## src/rtl/tapw_pkg.sv

```systemverilog
package tapw_pkg;
    localparam int unsigned ADDR_W   = 8;
    localparam int unsigned POS_ADDR = 8'h00;
    localparam int unsigned CTL_ADDR = 8'h10;
    localparam int unsigned RUN_BIT  = 6;

    function automatic int unsigned mid_code(input int unsigned w);
        return 32'd1 << (w - 1);
    endfunction
endpackage

```

## src/rtl/tapw_regs.sv

```systemverilog
module tapw_regs
    import tapw_pkg::*;
#(
    parameter int unsigned TAP_W = 8
) (
    input  logic              clk,
    input  logic              rst_n,
    input  logic              wr_i,
    input  logic [ADDR_W-1:0] addr_i,
    input  logic [TAP_W-1:0]  wdata_i,
    input  logic              fail_i,
    output logic [TAP_W-1:0]  pos_o,
    output logic [TAP_W-1:0]  pos_nxt_o,
    output logic              run_o,
    output logic [TAP_W-1:0]  rdata_o
);
    localparam logic [TAP_W-1:0] MID = TAP_W'(mid_code(TAP_W));

    typedef struct packed {
        logic [TAP_W-1:0] pos;
        logic             run;
    } regs_t;

    regs_t st_d, st_q;
    logic  hit_pos, hit_ctl;

    always_comb begin
        hit_pos = wr_i && (addr_i == ADDR_W'(POS_ADDR));
        hit_ctl = wr_i && (addr_i == ADDR_W'(CTL_ADDR));
        st_d = st_q;
        if (hit_pos) st_d.pos = wdata_i;
        if (hit_ctl) st_d.run = wdata_i[RUN_BIT];
        if (fail_i && !st_q.run) st_d.pos = MID;
    end

    always_ff @(posedge clk or negedge rst_n) begin
        if (!rst_n) begin
            st_q.pos <= MID;
            st_q.run <= 1'b1;
        end else begin
            st_q <= st_d;
        end
    end

    always_comb begin
        rdata_o = '0;
        if (addr_i == ADDR_W'(POS_ADDR)) rdata_o = st_q.pos;
        else if (addr_i == ADDR_W'(CTL_ADDR)) rdata_o[RUN_BIT] = st_q.run;
    end

    assign pos_o     = st_q.pos;
    assign pos_nxt_o = st_d.pos;
    assign run_o     = st_q.run;

    // shutdown alone never moves the stored code
    a_r4_sd_holds_pos: assert property (@(posedge clk) disable iff (!rst_n)
        (!st_q.run && !hit_pos && !fail_i) |=> $stable(st_q.pos));
    // supply fail during shutdown recentres the code
    a_r9_fail_recentres: assert property (@(posedge clk) disable iff (!rst_n)
        (fail_i && !st_q.run) |=> (st_q.pos == MID));
    // supply fail while running is ignored
    a_r9_fail_ignored: assert property (@(posedge clk) disable iff (!rst_n)
        (fail_i && st_q.run && !hit_pos) |=> $stable(st_q.pos));
endmodule

```

## src/rtl/tapw_mbb.sv

```systemverilog
module tapw_mbb #(
    parameter int unsigned TAP_W       = 8,
    parameter int unsigned OVERLAP_CYC = 2
) (
    input  logic                    clk,
    input  logic                    rst_n,
    input  logic                    run_i,
    input  logic [TAP_W-1:0]        pos_i,
    input  logic [TAP_W-1:0]        pos_nxt_i,
    output logic [(1<<TAP_W)-1:0]   tap_en_o,
    output logic [TAP_W-1:0]        tap_sel_o
);
    localparam int unsigned NTAPS = 1 << TAP_W;
    localparam int unsigned CNT_W = $clog2(OVERLAP_CYC + 1);
    localparam logic [CNT_W-1:0] CNT_LOAD = CNT_W'(OVERLAP_CYC - 1);
    localparam logic [TAP_W-1:0] MID = TAP_W'(1 << (TAP_W - 1));

    typedef struct packed {
        logic [TAP_W-1:0] cur;
        logic [TAP_W-1:0] nxt;
        logic             ovl;
        logic [CNT_W-1:0] cnt;
    } mbb_t;

    mbb_t st_d, st_q;

    always_comb begin
        st_d = st_q;
        if (!run_i) begin
            st_d.cur = pos_nxt_i;
            st_d.ovl = 1'b0;
            st_d.cnt = '0;
        end else if (st_q.ovl) begin
            if (st_q.cnt == '0) begin
                st_d.cur = st_q.nxt;
                st_d.ovl = 1'b0;
            end else begin
                st_d.cnt = st_q.cnt - 1'b1;
            end
        end else if (pos_i != st_q.cur) begin
            st_d.nxt = pos_i;
            st_d.ovl = 1'b1;
            st_d.cnt = CNT_LOAD;
        end
    end

    always_ff @(posedge clk or negedge rst_n) begin
        if (!rst_n) begin
            st_q.cur <= MID;
            st_q.nxt <= MID;
            st_q.ovl <= 1'b0;
            st_q.cnt <= '0;
        end else begin
            st_q <= st_d;
        end
    end

    for (genvar i = 0; i < NTAPS; i++) begin : g_sw
        assign tap_en_o[i] = run_i &&
            ((st_q.cur == TAP_W'(i)) || (st_q.ovl && (st_q.nxt == TAP_W'(i))));
    end

    assign tap_sel_o = run_i ? st_q.cur : '0;

    // the overlap ends by settling on the tap it was closing
    a_r6_settle_new: assert property (@(posedge clk) disable iff (!rst_n)
        (run_i && st_q.ovl && st_q.cnt == '0) |=> (st_q.cur == $past(st_q.nxt)));
    // on leaving shutdown the settled tap is the stored code
    a_r5_exit_aligned: assert property (@(posedge clk) disable iff (!rst_n)
        $rose(run_i) |-> (st_q.cur == pos_i && !st_q.ovl));
endmodule

```

## src/rtl/tap_wiper_ctrl.sv

```systemverilog
module tap_wiper_ctrl #(
    parameter int unsigned OVERLAP_CYC = 2
) (
    input  logic         clk,
    input  logic         rst_n,
    input  logic         reg_wr,
    input  logic [7:0]   reg_addr,
    input  logic [7:0]   reg_wdata,
    output logic [7:0]   reg_rdata,
    input  logic         supply_fail,
    output logic [255:0] tap_en,
    output logic [7:0]   tap_sel,
    output logic         hi_open,
    output logic         wiper_lo_tie
);
    localparam int unsigned TAP_W = 8;

    logic [TAP_W-1:0] pos_q, pos_d;
    logic             run_q;

    tapw_regs #(.TAP_W(TAP_W)) u_regs (
        .clk       (clk),
        .rst_n     (rst_n),
        .wr_i      (reg_wr),
        .addr_i    (reg_addr),
        .wdata_i   (reg_wdata),
        .fail_i    (supply_fail),
        .pos_o     (pos_q),
        .pos_nxt_o (pos_d),
        .run_o     (run_q),
        .rdata_o   (reg_rdata)
    );

    tapw_mbb #(.TAP_W(TAP_W), .OVERLAP_CYC(OVERLAP_CYC)) u_mbb (
        .clk       (clk),
        .rst_n     (rst_n),
        .run_i     (run_q),
        .pos_i     (pos_q),
        .pos_nxt_i (pos_d),
        .tap_en_o  (tap_en),
        .tap_sel_o (tap_sel)
    );

    assign hi_open      = !run_q;
    assign wiper_lo_tie = !run_q;

    // never more than two switches closed
    a_r7_at_most_two: assert property (@(posedge clk) disable iff (!rst_n)
        $countones(tap_en) <= 2);
    // shutdown leaves every tap switch open
    a_r3_dark_in_sd: assert property (@(posedge clk) disable iff (!rst_n)
        hi_open |-> (tap_en == '0 && wiper_lo_tie));
endmodule

```

## config.mk

```make
export PLATFORM = sky130hd
export DESIGN_NAME = tap_wiper_ctrl
export DESIGN_NICKNAME = d
export VERILOG_FILES = /design/src/rtl/tapw_pkg.sv /design/src/rtl/tapw_regs.sv /design/src/rtl/tapw_mbb.sv /design/src/rtl/tap_wiper_ctrl.sv
export SDC_FILE = /design/constraint.sdc
export NUM_CORES = 1
export LEC_CHECK = 0
export CAP_MARGIN = 5
export CORE_AREA = 2 2 115 117
export CTS_CLUSTER_DIAMETER = 100
export CTS_CLUSTER_SIZE = 30
export DETAILED_ROUTE_END_ITERATION = 16
export DIE_AREA = 0 0 117 119
export DONT_BUFFER_PORTS = 1
export HOLD_SLACK_MARGIN = 0.1
export PLACE_DENSITY = 0.68
export SLEW_MARGIN = 20
export SYNTH_ARGS = -nofsm -noshare
export SYNTH_HDL_FRONTEND = slang
export SYNTH_SLANG_ARGS = --single-unit
```

## constraint.sdc

```tcl
create_clock -name clk -period 3 [get_ports clk]
set_input_delay 0.15 -clock clk [delete_from_list [all_inputs] [get_ports clk]]
set_output_delay 0.15 -clock clk [all_outputs]
set_load 0.005 [all_outputs]
```

==> flow_metrics.env, run 1 <==
export IMPL_cts_hold_buf=8
export IMPL_rrSetupSlack_ns=1.03
export IMPL_grt_use_met1=0.440
export IMPL_dieArea_um2=13900
export IMPL_worst_clock_skew_ns=0.00201
export IMPL_syn2layout_area_growth_pct=3.40
export IMPL_synth_edf_count=0
export IMPL_setup_viol=0
export IMPL_io_buffer_count=0
export IMPL_startpoint_type="flop"
export IMPL_grt_overflow=0
export IMPL_antenna_found_initial=0
export IMPL_yosysSeqAreaShare=0.124
export IMPL_start_util=0.443
export IMPL_cts_htree_levels=1
export IMPL_antennaDiodeCount=0
export IMPL_clk_pin_slew_ns=0.07
export IMPL_cts_sinks=28
export IMPL_powerDensity_nw_per_um2=139
export IMPL_multi_input_area_um2=4390
export IMPL_regArea_um2=706
export IMPL_path_max_fanout=14
export IMPL_fillers=1347
export IMPL_hold_class="in -> reg"
export IMPL_synth_avg_cell_area_um2=6.47
export IMPL_drc=0
export IMPL_utilization=0.459
export IMPL_clk_path_buf_depth=2
export IMPL_dieWidth_um=117
export IMPL_initialDrtViolationCount=1582
export IMPL_placed_cells=982
export IMPL_status="finished clean"
export IMPL_core_um2=12900
export IMPL_route_detailed_wl_per_inst_um=25.8
export IMPL_worstPathRequired_ns=2.85
export IMPL_ys_flop_type="dfrtp_1"
export IMPL_ys_types=52
export IMPL_dp_hpwl_um=17800
export IMPL_grt_pass1_wl_um=36000
export IMPL_viasPerCell=7.34
export IMPL_drive_gt1_frac=0.109
export IMPL_grt_max_degree=89
export IMPL_numCtsBuffers=3
export IMPL_syn_nets=903
export IMPL_finalNetCount=840
export IMPL_worstPathArrival_ns=2.61
export IMPL_min_period_over_period=0.920
export IMPL_cp_end_kind="output port"
export IMPL_clock_root_buffer="clkbuf_16"
export IMPL_worstSkewPairLatency_ns=0.27
export IMPL_boundaryPins=294
export IMPL_busiest_layer="met2"
export IMPL_rsz0062_at_grt="false"
export IMPL_setup_tns_ns=0
export IMPL_rows=42
export IMPL_layout_cells_non_filler=994
export IMPL_synthArstFlopShare=1.00
export IMPL_antenna_left=0
export IMPL_synth_cell_area_um2=5710
export IMPL_leakage_uw=0.00157
export IMPL_ys_warn_count=0
export IMPL_cts_setup_buffers=0
export IMPL_netlist_instances=882
export IMPL_slew_violations=0
export IMPL_grt_use_met3=0.0875
export IMPL_worstMarginPinSlew_ns=0.846
export IMPL_relSlewSlack=0.436
export IMPL_peakVddDrop_uv=199
export IMPL_grt_total_usage=0.333
export IMPL_cts_tree="built"
export IMPL_fmax_ghz=0.362
export IMPL_synth_seq_cells=28
export IMPL_period_needed_ns=2.76
export IMPL_grt_use_met2=0.521
export IMPL_vias=7298
export IMPL_wl_um=25600
export IMPL_first_global_vias=6012
export IMPL_critical_path_class="reg -> out"
export IMPL_hold_viol=0
export IMPL_cap_violations=0
export IMPL_dr_pass1_iters=9
export IMPL_holdWs_ns=0.0973
export IMPL_die_height_um=119
export IMPL_gp_congestion=0.917
export IMPL_cts_resized=0
[per-stage QoR]
stage	power, uW	cell area (um^2)	setup slack [ns]
floorplan	458	5710	1.24
global placement	471	5720	0.716
detailed placement	473	5720	0.669
CTS	820	5900	0.382
global route	847	5900	0.0758
finish	822	5900	0.240
[sequential cells by signal, summed over array words and instances, names as in the netlist]
register	count
u_mbb.st_q	19
u_regs.run_o	1
u_regs.pos_o	8
[power breakdown]
part | internal [uW] | switching (uW) | leakage [uW]
logic | 24.5 | 77.1 | 0.00115
registers | 380 | 4.44 | 0.000377
clock network | 205 | 131 | 0.0000442
[layout by cell type (no fill, tap or decap), types with 8 or more instances in the layout]
cell,count
xnor2_1,8
a32oi_1,8
buf_4,49
nor2_1,288
and2_1,18
nand2b_1,18
mux2i_1,16
dfrtp_1,24
a2bb2oi_1,9
mux2_1,8
nor3_2,12
nand2_1,21
a22oi_1,220
and3_1,16
[synthesized netlist by cell type (4+ instances only)]
library cell,count,share of area
a22oi_1,220,0.29
a2bb2oi_1,9,0.014
a32oi_1,8,0.012
and2_1,18,0.020
and3_1,16,0.018
and4_1,5,0.0077
buf_2,75,0.066
buf_4,8,0.011
clkbuf_1,38,0.025
dfrtp_1,24,0.11
dfstp_2,4,0.018
mux2_1,8,0.016
mux2i_1,16,0.028
nand2_1,21,0.014
nand2b_1,18,0.020
nand3_1,7,0.0061
nand4_1,4,0.0044
nor2_1,290,0.19
nor2b_1,6,0.0066
nor3_1,4,0.0035
nor3_2,10,0.018
o22a_1,6,0.0092
o22ai_1,7,0.0077
o32a_1,6,0.011
o32ai_1,4,0.0061
xnor2_1,8,0.012
[critical path: stages (launching register included)]
cell,delay (ns)
dfrtp_1,0.58
nor2b_1,0.53
and3_1,0.82
a22oi_1,0.21
nor2_1,0.19
[cells by family (layout without fill, tap and decap cells)]
family          after synthesis  in the layout  share of synthesized area
xor+xnor                      8              8                     0.0123
buf+inv                     130             66                      0.110
simple gates                421            421                      0.345
fa+ha+maj                     1              1                    0.00219
mux                          25             25                     0.0458
flops                        28             28                      0.124
compound gates              269            269                      0.361
[final cells by class]
class                      count  area share
tap                          176      0.0373
clock buffer                   4      0.0150
multi-input combinational    724       0.744
inverter                       4     0.00339
sequential                    28       0.120
timing repair buffer          58      0.0810
[path summary, 6_finish.rpt]
check / startpoint / to / cells past startpoint
max: u_mbb.st_q[4] / tap_en[234] / 4
min: reg_wdata[1] / u_regs.pos_o[1] / 2
max reg2reg: u_mbb.st_q[18] / u_mbb.st_q[6] / 4
min reg2reg: u_mbb.st_q[0] / u_mbb.st_q[0] / 2
max in group asynchronous: rst_n / u_mbb.st_q[10] / 2
min in group asynchronous: rst_n / u_regs.pos_o[0] / 2
[routing by layer]
layer	vias up	routed length, um	share of wire
li1	3067	-	-
met1	3341	9670	0.38
met2	755	11300	0.44
met3	135	3450	0.13
met4	0	1140	0.045
met5	-	0	0
No activity file was read; power rests on OpenSTA's default activity.
==> run 2: changes to the inputs <==
RECOVER_POWER = 25   (was not set)
==> flow_metrics.env, run 2 (synthesized netlist as in run 1, its figures left out) <==
export IMPL_met1Wirelength_um=9710
export IMPL_relSlewSlack=-0.00587
export IMPL_violations="max-capacitance violations, max-slew violations"
export IMPL_cp_num_buf_inv=0
export IMPL_multi_input_area_um2=4360
export IMPL_start_util=0.443
export IMPL_powerDensity_nw_per_um2=140
export IMPL_status="finished with violations"
export IMPL_fmax_ghz=0.355
export IMPL_leakage_uw=0.00154
export IMPL_worstPathRequired_ns=2.85
export IMPL_cap_violations=1
export IMPL_cts_sinks=28
export IMPL_clock_root_buffer="clkbuf_16"
export IMPL_wl_um=25600
export IMPL_cts_resized=0
export IMPL_cts_tree="built"
export IMPL_finalNetCount=840
export IMPL_syn2layout_area_growth_pct=2.43
export IMPL_critical_path_class="reg -> out"
export IMPL_critPathMaxStageDelay_ns=0.84
export IMPL_routed_top_layer="met4"
export IMPL_viasPerCell=7.30
export IMPL_die_height_um=119
export IMPL_antennaDiodeCount=0
export IMPL_boundaryPins=294
export IMPL_clk_pin_slew_ns=0.07
export IMPL_worstSkewPairLatency_ns=0.27
export IMPL_core_um2=12900
export IMPL_rsz0062_at_grt="false"
export IMPL_vias=7260
export IMPL_cp_slowest_cell="and3_1"
export IMPL_regMostFlops="u_mbb.st_q"
export IMPL_antenna_left=0
export IMPL_initialDrtViolationCount=1424
export IMPL_drc=0
export IMPL_min_period_over_period=0.939
export IMPL_final_cell_mix="nor2_1 (288), a22oi_1 (220), buf_4 (47)"
export IMPL_largest_reg_flops=19
export IMPL_worst_clock_skew_ns=0.00135
export IMPL_peakVddDrop_uv=198
export IMPL_cts_htree_levels=1
export IMPL_worstPathArrival_ns=2.67
export IMPL_grt_pass1_wl_um=36000
export IMPL_setup_viol=0
export IMPL_crit_chain="nor2b_1 > and3_1 > a22oi_1 > nor2_1"
export IMPL_dieArea_um2=13900
export IMPL_hold_class="in -> reg"
export IMPL_startpoint_type="flop"
export IMPL_dr_wl_met3_um=3280
export IMPL_utilization=0.454
export IMPL_cts_hold_buf=8
export IMPL_drive_gt1_frac=0.0990
export IMPL_gp_congestion=0.917
export IMPL_grt_total_usage=0.333
export IMPL_io_buffer_count=0
export IMPL_period_needed_ns=2.82
export IMPL_dp_hpwl_um=17800
export IMPL_antenna_found_initial=0
export IMPL_grt_overflow=0
export IMPL_dieWidth_um=117
export IMPL_rows=42
export IMPL_fillers=1356
export IMPL_cp_top_family="simple AND/OR/NAND/NOR gates"
export IMPL_total_power_uw=817
export IMPL_wl_met2_um=11500
export IMPL_path_max_fanout=14
export IMPL_route_detailed_wl_per_inst_um=25.7
export IMPL_grt_max_degree=89
export IMPL_layout_commonest_cell="nor2_1"
export IMPL_slew_violations=29
export IMPL_clk_path_buf_depth=2
export IMPL_numCtsBuffers=3
export IMPL_cp_end_kind="output port"
export IMPL_cts_setup_buffers=0
export IMPL_first_global_vias=6012
export IMPL_worstMarginPinSlew_ns=1.51
export IMPL_regArea_um2=706
export IMPL_hold_viol=0
export IMPL_dr_pass1_iters=10
export IMPL_setup_tns_ns=0
==> run 2: cell types whose count changed in the layout (fill, tap and decap cells not counted) <==
cell,change
o21ai_4,-1
and2_0,+8
dfstp_2,-2
dfstp_1,+2
buf_12,-1
nor4_4,-1
o21ai_0,+1
clkbuf_1,+3
nand3_2,-1
and2_1,-8
nor4_1,+1
nand3_1,+1
buf_4,-2
==> run 2: through the flow <==
stage | hold WS (ns) | std cells | setup slack [ns] | area (um^2)
floorplan | -0.146 | 882 | 1.24 | 5710
global placement | -0.144 | 982 | 0.716 | 5720
detailed placement | -0.144 | 982 | 0.669 | 5720
CTS | 0.102 | 994 | 0.382 | 5900
global route | 0.121 | 994 | 0.0758 | 5850
finish | 0.103 | 994 | 0.183 | 5850
==> run 2: final timing paths <==
| path | depth (start not counted) | start | end | slack (ns) |
|---|---|---|---|---|
| max | 4 | u_mbb.st_q[4] | tap_en[234] | 0.18 |
| min | 2 | reg_wdata[1] | u_regs.pos_o[1] | 0.10 |
| max reg2reg | 4 | u_mbb.st_q[18] | u_mbb.st_q[6] | 0.23 |
| min in group asynchronous | 2 | rst_n | u_regs.pos_o[0] | 0.79 |
| max in group asynchronous | 2 | rst_n | u_mbb.st_q[5] | 1.33 |
| min reg2reg | 2 | u_mbb.st_q[0] | u_mbb.st_q[0] | 0.54 |
==> run 2: report_power, final <==
part           switching, uW  internal, uW  total (uW)
registers               4.41           380         384
logic                   76.0          20.8        96.8
clock network            131           205         336
==> run 2: area by class of cell <==
type / instances / share of cell area
multi-input cells: 724 / 0.745
well taps: 176 / 0.0377
inverters: 4 / 0.00342
flip-flops and latches: 28 / 0.121
repair buffers: 58 / 0.0777
clock buffers: 4 / 0.0152
==> run 2: routing by layer <==
layer,GRT usage,up-vias
met2,0.521,719
met4,0.121,0
li1,-,3056
met1,0.440,3339
met3,0.0875,146
met5,0,-
